### src/rtl/gpio_irq_pkg.sv
package gpio_irq_pkg;

  // Register select codes shared by the write and read ports
  typedef enum logic [1:0] {
    SEL_ENABLE   = 2'd0,
    SEL_POLARITY = 2'd1,
    SEL_ASSERT   = 2'd2,
    SEL_DEASSERT = 2'd3
  } reg_sel_e;

  localparam int unsigned REG_W      = 32;
  localparam int unsigned CFG_PER_W  = 32;  // pins per enable/polarity word
  localparam int unsigned STAT_PER_W = 31;  // pins per pending word (bit 0 reserved)

  function automatic int unsigned words_for(input int unsigned pins, input int unsigned per_word);
    return (pins + per_word - 1) / per_word;
  endfunction

endpackage

### src/rtl/gpio_edge_detect.sv
module gpio_edge_detect
  import gpio_irq_pkg::*;
#(
  parameter int unsigned NPINS = 40
) (
  input  logic             clk_i,
  input  logic             rst_ni,
  input  logic [NPINS-1:0] pin_i,
  input  logic [NPINS-1:0] polarity_i,
  output logic [NPINS-1:0] assert_ev_o,
  output logic [NPINS-1:0] deassert_ev_o
);

  logic [NPINS-1:0] prev_q;
  logic             primed_q;
  logic [NPINS-1:0] rise;
  logic [NPINS-1:0] fall;

  // Previous level; the primed flag masks the very first comparison after reset
  always_ff @(posedge clk_i or negedge rst_ni) begin
    if (!rst_ni) begin
      prev_q   <= '0;
      primed_q <= 1'b0;
    end else begin
      prev_q   <= pin_i;
      primed_q <= 1'b1;
    end
  end

  always_comb begin
    rise = pin_i & ~prev_q & {NPINS{primed_q}};
    fall = ~pin_i & prev_q & {NPINS{primed_q}};
  end

  // Polarity picks which edge is the assert event for each pin
  genvar p;
  generate
    for (p = 0; p < NPINS; p++) begin : g_pin
      always_comb begin
        if (polarity_i[p]) begin
          assert_ev_o[p]   = rise[p];
          deassert_ev_o[p] = fall[p];
        end else begin
          assert_ev_o[p]   = fall[p];
          deassert_ev_o[p] = rise[p];
        end
      end
    end
  endgenerate


  no_event_when_steady_chk: assert property (@(posedge clk_i) disable iff (!rst_ni)
    $stable(pin_i) |-> ((assert_ev_o | deassert_ev_o) == '0));

endmodule

### src/rtl/gpio_pin_cfg.sv
module gpio_pin_cfg
  import gpio_irq_pkg::*;
#(
  parameter int unsigned NPINS = 40,
  parameter int unsigned IDX_W = 2
) (
  input  logic             clk_i,
  input  logic             rst_ni,
  input  logic             wr_en_i,
  input  logic [1:0]       wr_sel_i,
  input  logic [IDX_W-1:0] wr_word_i,
  input  logic [REG_W-1:0] wr_data_i,
  input  logic [1:0]       rd_sel_i,
  input  logic [IDX_W-1:0] rd_word_i,
  output logic [NPINS-1:0] enable_o,
  output logic [NPINS-1:0] polarity_o,
  output logic [REG_W-1:0] rd_data_o
);

  localparam int unsigned NWORDS = words_for(NPINS, CFG_PER_W);

  logic [NPINS-1:0] en_q;
  logic [NPINS-1:0] pol_q;
  logic [REG_W-1:0] en_words  [NWORDS];
  logic [REG_W-1:0] pol_words [NWORDS];

  genvar p, w, b;
  generate
    for (p = 0; p < NPINS; p++) begin : g_pin
      localparam int unsigned WI = p / CFG_PER_W;
      localparam int unsigned BI = p % CFG_PER_W;
      logic hit;
      assign hit = wr_en_i && (wr_word_i == IDX_W'(WI));

      always_ff @(posedge clk_i or negedge rst_ni) begin
        if (!rst_ni) begin
          en_q[p]  <= 1'b0;
          pol_q[p] <= 1'b0;
        end else if (hit) begin
          if (wr_sel_i == SEL_ENABLE)   en_q[p]  <= wr_data_i[BI];
          if (wr_sel_i == SEL_POLARITY) pol_q[p] <= wr_data_i[BI];
        end
      end
    end

    // Readback words; slots past the last pin read 0
    for (w = 0; w < NWORDS; w++) begin : g_word
      for (b = 0; b < CFG_PER_W; b++) begin : g_bit
        if (w * CFG_PER_W + b < NPINS) begin : g_used
          assign en_words[w][b]  = en_q[w * CFG_PER_W + b];
          assign pol_words[w][b] = pol_q[w * CFG_PER_W + b];
        end else begin : g_pad
          assign en_words[w][b]  = 1'b0;
          assign pol_words[w][b] = 1'b0;
        end
      end
    end
  endgenerate

  always_comb begin
    rd_data_o = '0;
    for (int i = 0; i < NWORDS; i++) begin
      if (rd_word_i == IDX_W'(i)) begin
        if (rd_sel_i == SEL_ENABLE)   rd_data_o = en_words[i];
        if (rd_sel_i == SEL_POLARITY) rd_data_o = pol_words[i];
      end
    end
  end

  assign enable_o   = en_q;
  assign polarity_o = pol_q;

  logic unused_wdata;
  assign unused_wdata = ^wr_data_i;

endmodule

### src/rtl/gpio_event_status.sv
module gpio_event_status
  import gpio_irq_pkg::*;
#(
  parameter int unsigned NPINS = 40,
  parameter int unsigned IDX_W = 2,
  parameter logic [1:0]  MYSEL = SEL_ASSERT
) (
  input  logic             clk_i,
  input  logic             rst_ni,
  input  logic [NPINS-1:0] set_i,
  input  logic [NPINS-1:0] enable_i,
  input  logic             wr_en_i,
  input  logic [1:0]       wr_sel_i,
  input  logic [IDX_W-1:0] wr_word_i,
  input  logic [REG_W-1:0] wr_data_i,
  input  logic [IDX_W-1:0] rd_word_i,
  output logic [REG_W-1:0] rd_data_o,
  output logic             irq_o
);

  localparam int unsigned NWORDS = words_for(NPINS, STAT_PER_W);

  logic [NPINS-1:0] stat_q;
  logic [NPINS-1:0] clr;
  logic [REG_W-1:0] words [NWORDS];
  logic             irq_q;

  genvar p, w, b;
  generate
    for (p = 0; p < NPINS; p++) begin : g_pin
      localparam int unsigned WI = p / STAT_PER_W;
      localparam int unsigned BI = p % STAT_PER_W + 1;
      assign clr[p] = wr_en_i && (wr_sel_i == MYSEL) &&
                      (wr_word_i == IDX_W'(WI)) && wr_data_i[BI];
    end

    for (w = 0; w < NWORDS; w++) begin : g_word
      assign words[w][0] = 1'b0;  // reserved
      for (b = 1; b < REG_W; b++) begin : g_bit
        if (w * STAT_PER_W + b - 1 < NPINS) begin : g_used
          assign words[w][b] = stat_q[w * STAT_PER_W + b - 1];
        end else begin : g_pad
          assign words[w][b] = 1'b0;
        end
      end
    end
  endgenerate

  // New events win over a same-cycle clear
  always_ff @(posedge clk_i or negedge rst_ni) begin
    if (!rst_ni) begin
      stat_q <= '0;
      irq_q  <= 1'b0;
    end else begin
      stat_q <= (stat_q & ~clr) | set_i;
      irq_q  <= |(stat_q & enable_i);
    end
  end

  always_comb begin
    rd_data_o = '0;
    for (int i = 0; i < NWORDS; i++) begin
      if (rd_word_i == IDX_W'(i)) rd_data_o = words[i];
    end
  end

  assign irq_o = irq_q;

  logic unused_wdata;
  assign unused_wdata = ^wr_data_i;


  event_sticks_chk: assert property (@(posedge clk_i) disable iff (!rst_ni)
    (set_i != '0) |=> ((stat_q & $past(set_i)) == $past(set_i)));


  no_spurious_set_chk: assert property (@(posedge clk_i) disable iff (!rst_ni)
    1'b1 |=> ((stat_q & ~$past(stat_q) & ~$past(set_i)) == '0));


  disabled_no_irq_chk: assert property (@(posedge clk_i) disable iff (!rst_ni)
    (enable_i == '0) |=> !irq_o);

endmodule

### src/rtl/gpio_dual_edge_irq.sv
module gpio_dual_edge_irq
  import gpio_irq_pkg::*;
#(
  parameter int unsigned NPINS = 40,
  parameter int unsigned IDX_W = 2
) (
  input  logic             clk_i,
  input  logic             rst_ni,
  input  logic [NPINS-1:0] pin_i,
  input  logic             wr_en_i,
  input  logic [1:0]       wr_sel_i,
  input  logic [IDX_W-1:0] wr_word_i,
  input  logic [31:0]      wr_data_i,
  input  logic [1:0]       rd_sel_i,
  input  logic [IDX_W-1:0] rd_word_i,
  output logic [31:0]      rd_data_o,
  output logic             irq_assert_o,
  output logic             irq_deassert_o
);

  logic [NPINS-1:0] enable;
  logic [NPINS-1:0] polarity;
  logic [NPINS-1:0] assert_ev;
  logic [NPINS-1:0] deassert_ev;
  logic [REG_W-1:0] cfg_rd;
  logic [REG_W-1:0] ast_rd;
  logic [REG_W-1:0] dst_rd;

  gpio_pin_cfg #(.NPINS(NPINS), .IDX_W(IDX_W)) u_cfg (
    .clk_i      (clk_i),
    .rst_ni     (rst_ni),
    .wr_en_i    (wr_en_i),
    .wr_sel_i   (wr_sel_i),
    .wr_word_i  (wr_word_i),
    .wr_data_i  (wr_data_i),
    .rd_sel_i   (rd_sel_i),
    .rd_word_i  (rd_word_i),
    .enable_o   (enable),
    .polarity_o (polarity),
    .rd_data_o  (cfg_rd)
  );

  gpio_edge_detect #(.NPINS(NPINS)) u_edge (
    .clk_i         (clk_i),
    .rst_ni        (rst_ni),
    .pin_i         (pin_i),
    .polarity_i    (polarity),
    .assert_ev_o   (assert_ev),
    .deassert_ev_o (deassert_ev)
  );

  gpio_event_status #(.NPINS(NPINS), .IDX_W(IDX_W), .MYSEL(SEL_ASSERT)) u_ast (
    .clk_i     (clk_i),
    .rst_ni    (rst_ni),
    .set_i     (assert_ev),
    .enable_i  (enable),
    .wr_en_i   (wr_en_i),
    .wr_sel_i  (wr_sel_i),
    .wr_word_i (wr_word_i),
    .wr_data_i (wr_data_i),
    .rd_word_i (rd_word_i),
    .rd_data_o (ast_rd),
    .irq_o     (irq_assert_o)
  );

  gpio_event_status #(.NPINS(NPINS), .IDX_W(IDX_W), .MYSEL(SEL_DEASSERT)) u_dst (
    .clk_i     (clk_i),
    .rst_ni    (rst_ni),
    .set_i     (deassert_ev),
    .enable_i  (enable),
    .wr_en_i   (wr_en_i),
    .wr_sel_i  (wr_sel_i),
    .wr_word_i (wr_word_i),
    .wr_data_i (wr_data_i),
    .rd_word_i (rd_word_i),
    .rd_data_o (dst_rd),
    .irq_o     (irq_deassert_o)
  );

  always_comb begin
    unique case (rd_sel_i)
      SEL_ASSERT:   rd_data_o = ast_rd;
      SEL_DEASSERT: rd_data_o = dst_rd;
      default:      rd_data_o = cfg_rd;
    endcase
  end


  reserved_bit_zero_chk: assert property (@(posedge clk_i) disable iff (!rst_ni)
    (rd_sel_i == SEL_ASSERT || rd_sel_i == SEL_DEASSERT) |-> !rd_data_o[0]);

endmodule

### config.mk
export PLATFORM = sky130hd
export DESIGN_NAME = gpio_dual_edge_irq
export DESIGN_NICKNAME = d
export VERILOG_FILES = /design/src/rtl/gpio_irq_pkg.sv /design/src/rtl/gpio_edge_detect.sv /design/src/rtl/gpio_pin_cfg.sv /design/src/rtl/gpio_event_status.sv /design/src/rtl/gpio_dual_edge_irq.sv
export SDC_FILE = /design/constraint.sdc
export NUM_CORES = 1
export LEC_CHECK = 0
export BUFFER_PORTS_ARGS = -buffer_cell sky130_fd_sc_hd__buf_4
export CAP_MARGIN = 20
export CORE_MARGIN = 8
export CORE_UTILIZATION = 25
export DETAILED_ROUTE_END_ITERATION = 10
export SETUP_SLACK_MARGIN = 0.5
export SLEW_MARGIN = 20
export SYNTH_ARGS = -nofsm -noshare
export SYNTH_HDL_FRONTEND = slang
export SYNTH_SLANG_ARGS = --single-unit
export TNS_END_PERCENT = 1
### constraint.sdc
create_clock -name clk_i -period 2.1 [get_ports clk_i]
set_clock_uncertainty 0.15 [all_clocks]
set_input_delay 0.315 -clock clk_i [delete_from_list [all_inputs] [get_ports clk_i]]
set_output_delay 0.315 -clock clk_i [all_outputs]
set_load 0.02 [all_outputs]
==> results.py <==
metrics = {
    "floorplan": {
        "coreArea_um2": 40650,
        "dieArea_um2": 47810,
        "num_rows": 74,
        "initial_core_util": 0.2526,
        "die_h_um": 218.7,
        "io_pins": 117,
        "die_w_um": 218.7,
    },
    "timing": {
        "hold_violations": 0,
        "tns_ns": -2.192,
        "slew_headroom": 0.6367,
        "setup_viol": 27,
        "fmax_ghz": 0.4400,
        "fin_crit_sh": 1.082,
        "rsz0062_at_grt": "yes",
        "layout_setup_ws_ns": -0.1727,
        "finalMaxSlewViolations": 0,
        "worstMarginPinSlew_ns": 0.5450,
        "min_period_ns": 2.273,
    },
    "global_route": {
        "antenna_found_initial": 4,
        "grt-ovfl-total": 0,
        "grt_use_total": 0.1449,
        "grt_pass1_vias": 8300,
        "grt_max_degree": 54,
        "grt_first_pass_wirelength_mm": 53.33,
    },
    "power": {
        "pwr-share-seq": 0.444,
        "swShare": 0.2917,
        "ir_drop_uv": 479.5,
        "leakage_nw": 6.184,
        "p_switching_mw": 3.599,
        "clkPwrFrac": 0.345,
        "pwr-share-comb": 0.211,
        "p_int_mw": 8.738,
        "p_per_area_nw_per_um2": 872.3,
    },
    "final_layout": {
        "stdcell_area_um2": 14140,
        "final_cell_count_no_fill": 1593,
        "multi_input_area_um2": 5258,
        "final-seq-area_um2": 5161,
        "fill_cells": 3935,
        "drive_gt1_frac": 0.3862,
        "area_growth_pct": 37.75,
        "finish.net_count": 1124,
    },
    "setup_path": {
        "critPathMaxFanout": 2,
        "reg2regPathDepth": 5,
        "r2r-start": "u_dst.stat_q[37]$_DFF_PN0_",
        "required_ns": 1.63,
        "cp_data_arrival_time_ns": 1.81,
        "r2r_slack_ns": 0.29,
        "crit_path_start_kind": "flop",
        "crit_type": "reg2out",
        "worstReg2RegEnd": "u_dst.irq_o$_DFF_PN0_",
        "crit_path_end_kind": "primary output",
    },
    "status": {
        "outcome": "complete, but fails checks",
        "violations": "negative setup slack",
    },
    "route": {
        "wl_mm": 35.27,
        "drc_errors": 0,
        "firstDrtPassIters": 5,
        "antenna_left": 0,
        "via_per_inst": 5.013,
        "num_vias": 7985,
        "wl_per_cell_um": 22.14,
        "initialDrtViolationCount": 691,
    },
    "place": {
        "port_buffers": 116,
        "placed_area_um2": 12320,
        "dp_hpwl_mm": 26.11,
        "dp.cells": 1467,
        "gp_congestion": 0.8459,
    },
    "logic_synthesis": {
        "yosys.area.top_type": "dfrtp_1",
        "synth_cell_types": 36,
        "syn_avg_cell_area_um2": 12.54,
        "synth-edff-count": 0,
        "netlist_area_um2": 10270,
        "yosysWarnings": 0,
        "synth_cells": 819,
        "ys_top_cells_by_area": "dfrtp_1 (49%), mux2i_1 (11%), a22o_1 (7.0%)",
        "ys_seq_elements": 203,
        "synth-seq-area-share": 0.4948,
        "ys.flop_type": "dfrtp_1",
        "yosysTopAreaCellShare": 0.4948,
        "synthesis.nets": 902,
        "synthArstFlopShare": 1.000,
    },
    "hold_path": {
        "min_path_type": "in2async",
    },
    "clocking": {
        "cts_tree": "done",
        "cts.path.max_buffers": 3,
        "clk_pin_slew_ns": 0.06,
        "cts-root-buf": "clkbuf_16",
        "cts_made_buffers": 24,
        "clk_latency_ns": 0.52,
        "clock_sinks": 203,
        "cts_max_level": 1,
    },
    "flow_run": {
        "maxCapViolations": 0,
    },
}
## layout make-up
cell class                 count  area share
sequential                   203      0.3649
antenna                        2   0.0003539
clock buffer                  36     0.05281
multi-input combinational    579      0.3717
timing repair buffer         233      0.1583
tap                          532     0.04706
clock inverter                 8    0.004866
## registers in the layout, indices dropped and copies added (netlist names)
name / count
u_ast.irq_o: 1
u_ast.stat_q: 40
u_cfg.enable_o: 40
u_cfg.polarity_o: 40
u_dst.irq_o: 1
u_dst.stat_q: 40
u_edge.prev_q: 40
u_edge.primed_q: 1
## power groups by stage
stage	registers [mW]	clock network (mW)	logic [mW]
CTS	5.42	4.33	2.62
floorplan	5.03	0	1.70
global route	5.53	4.48	2.81
detailed placement	5.48	0	2.37
finish	5.47	4.26	2.61
global placement	5.47	0	2.33
## cell families (layout without fill, tap and decap cells)
logic type             after synthesis  count (layout)  synth area share
AOI/OAI and AO/OA                  139             139            0.1096
buffers and inverters               37             277           0.01816
DFF                                203             203            0.4948
muxes                              215             215            0.2596
other                                1               3         0.0003652
and+or+nand+nor                    224             224            0.1176
## timing repair
action	in CTS	in global routing
resized for setup	70	29
endpoints found under the hold margin	236	0
setup endpoints to repair	34	34
hold buffers	73	0
buffers inserted	7	0
pin swaps	17	10
## worst max-delay path, cell delays in order (launching register included)
cell and delay (ns):
dfrtp_1 0.41, mux4_2 0.47, mux2i_1 0.18, nor2_2 0.09
buf_6 0.14
## placed cells by master, fill, tap and decap left out, drive strengths merged, types with 3 or more instances in the layout
| cell | count |
|---|---|
| mux2 | 80 |
| mux2i | 111 |
| nor2b | 22 |
| nand2 | 86 |
| clkbuf | 37 |
| nand4 | 10 |
| a22o | 82 |
| nor4 | 3 |
| mux4 | 24 |
| a22oi | 36 |
| nand2b | 80 |
| dfrtp | 203 |
| o22ai | 13 |
| or2 | 7 |
| clkinv | 6 |
| nor3 | 3 |
| dlygate4sd3 | 73 |
| nor2 | 6 |
| o21ai | 4 |
| buf | 159 |
## how the worst max path moves through the flow
stage,to,start,depth (start not counted),slack (ns)
finish,rd_data_o[7],u_dst.stat_q[37]$_DFF_PN0_,4,-0.17
global route,rd_data_o[7],u_dst.stat_q[37]$_DFF_PN0_,4,-0.23
CTS,rd_data_o[7],u_dst.stat_q[37]$_DFF_PN0_,4,-0.18
detailed placement,rd_data_o[26],rd_sel_i[1],5,-0.01
global placement,rd_data_o[1],rd_sel_i[1],5,-0.006
floorplan,rd_data_o[9],rd_sel_i[1],5,0.39
## cell usage after synthesis, types with 3 or more instances
library cell	count
dfrtp_1	203
nor2_1	5
mux2_2	43
mux2i_1	111
o22ai_1	13
nand2b_1	79
a22o_1	82
or2_1	6
mux2_1	7
nor2b_1	22
a22oi_1	36
clkbuf_1	16
mux2_4	30
o21ai_0	4
nand2_1	86
nand4_1	10
buf_6	3
mux4_2	24
buf_2	17
## metal layers
metal,global-route usage,vias up,part of all wire
met3,0.03940,61,0.093
met2,0.2248,363,0.45
met5,0,-,0.00071
li1,-,3516,-
met4,0.03670,4,0.023
met1,0.1976,4041,0.43
## per-stage QoR
step	worst slack [ns]	power [mW]	utilization	hold slack [ns]
after CTS	-0.1763	12.37	0.3469	0.2151
after global placement	-0.005889	7.799	0.3032	0.1960
after floorplan	0.3915	6.730	-	-0.1306
after global routing	-0.2267	12.82	0.3478	0.2417
final	-0.1727	12.34	0.3480	0.2103
after detailed placement	-0.01291	7.857	0.3032	0.1989
Note: power is estimated with default switching activity, not from simulation.
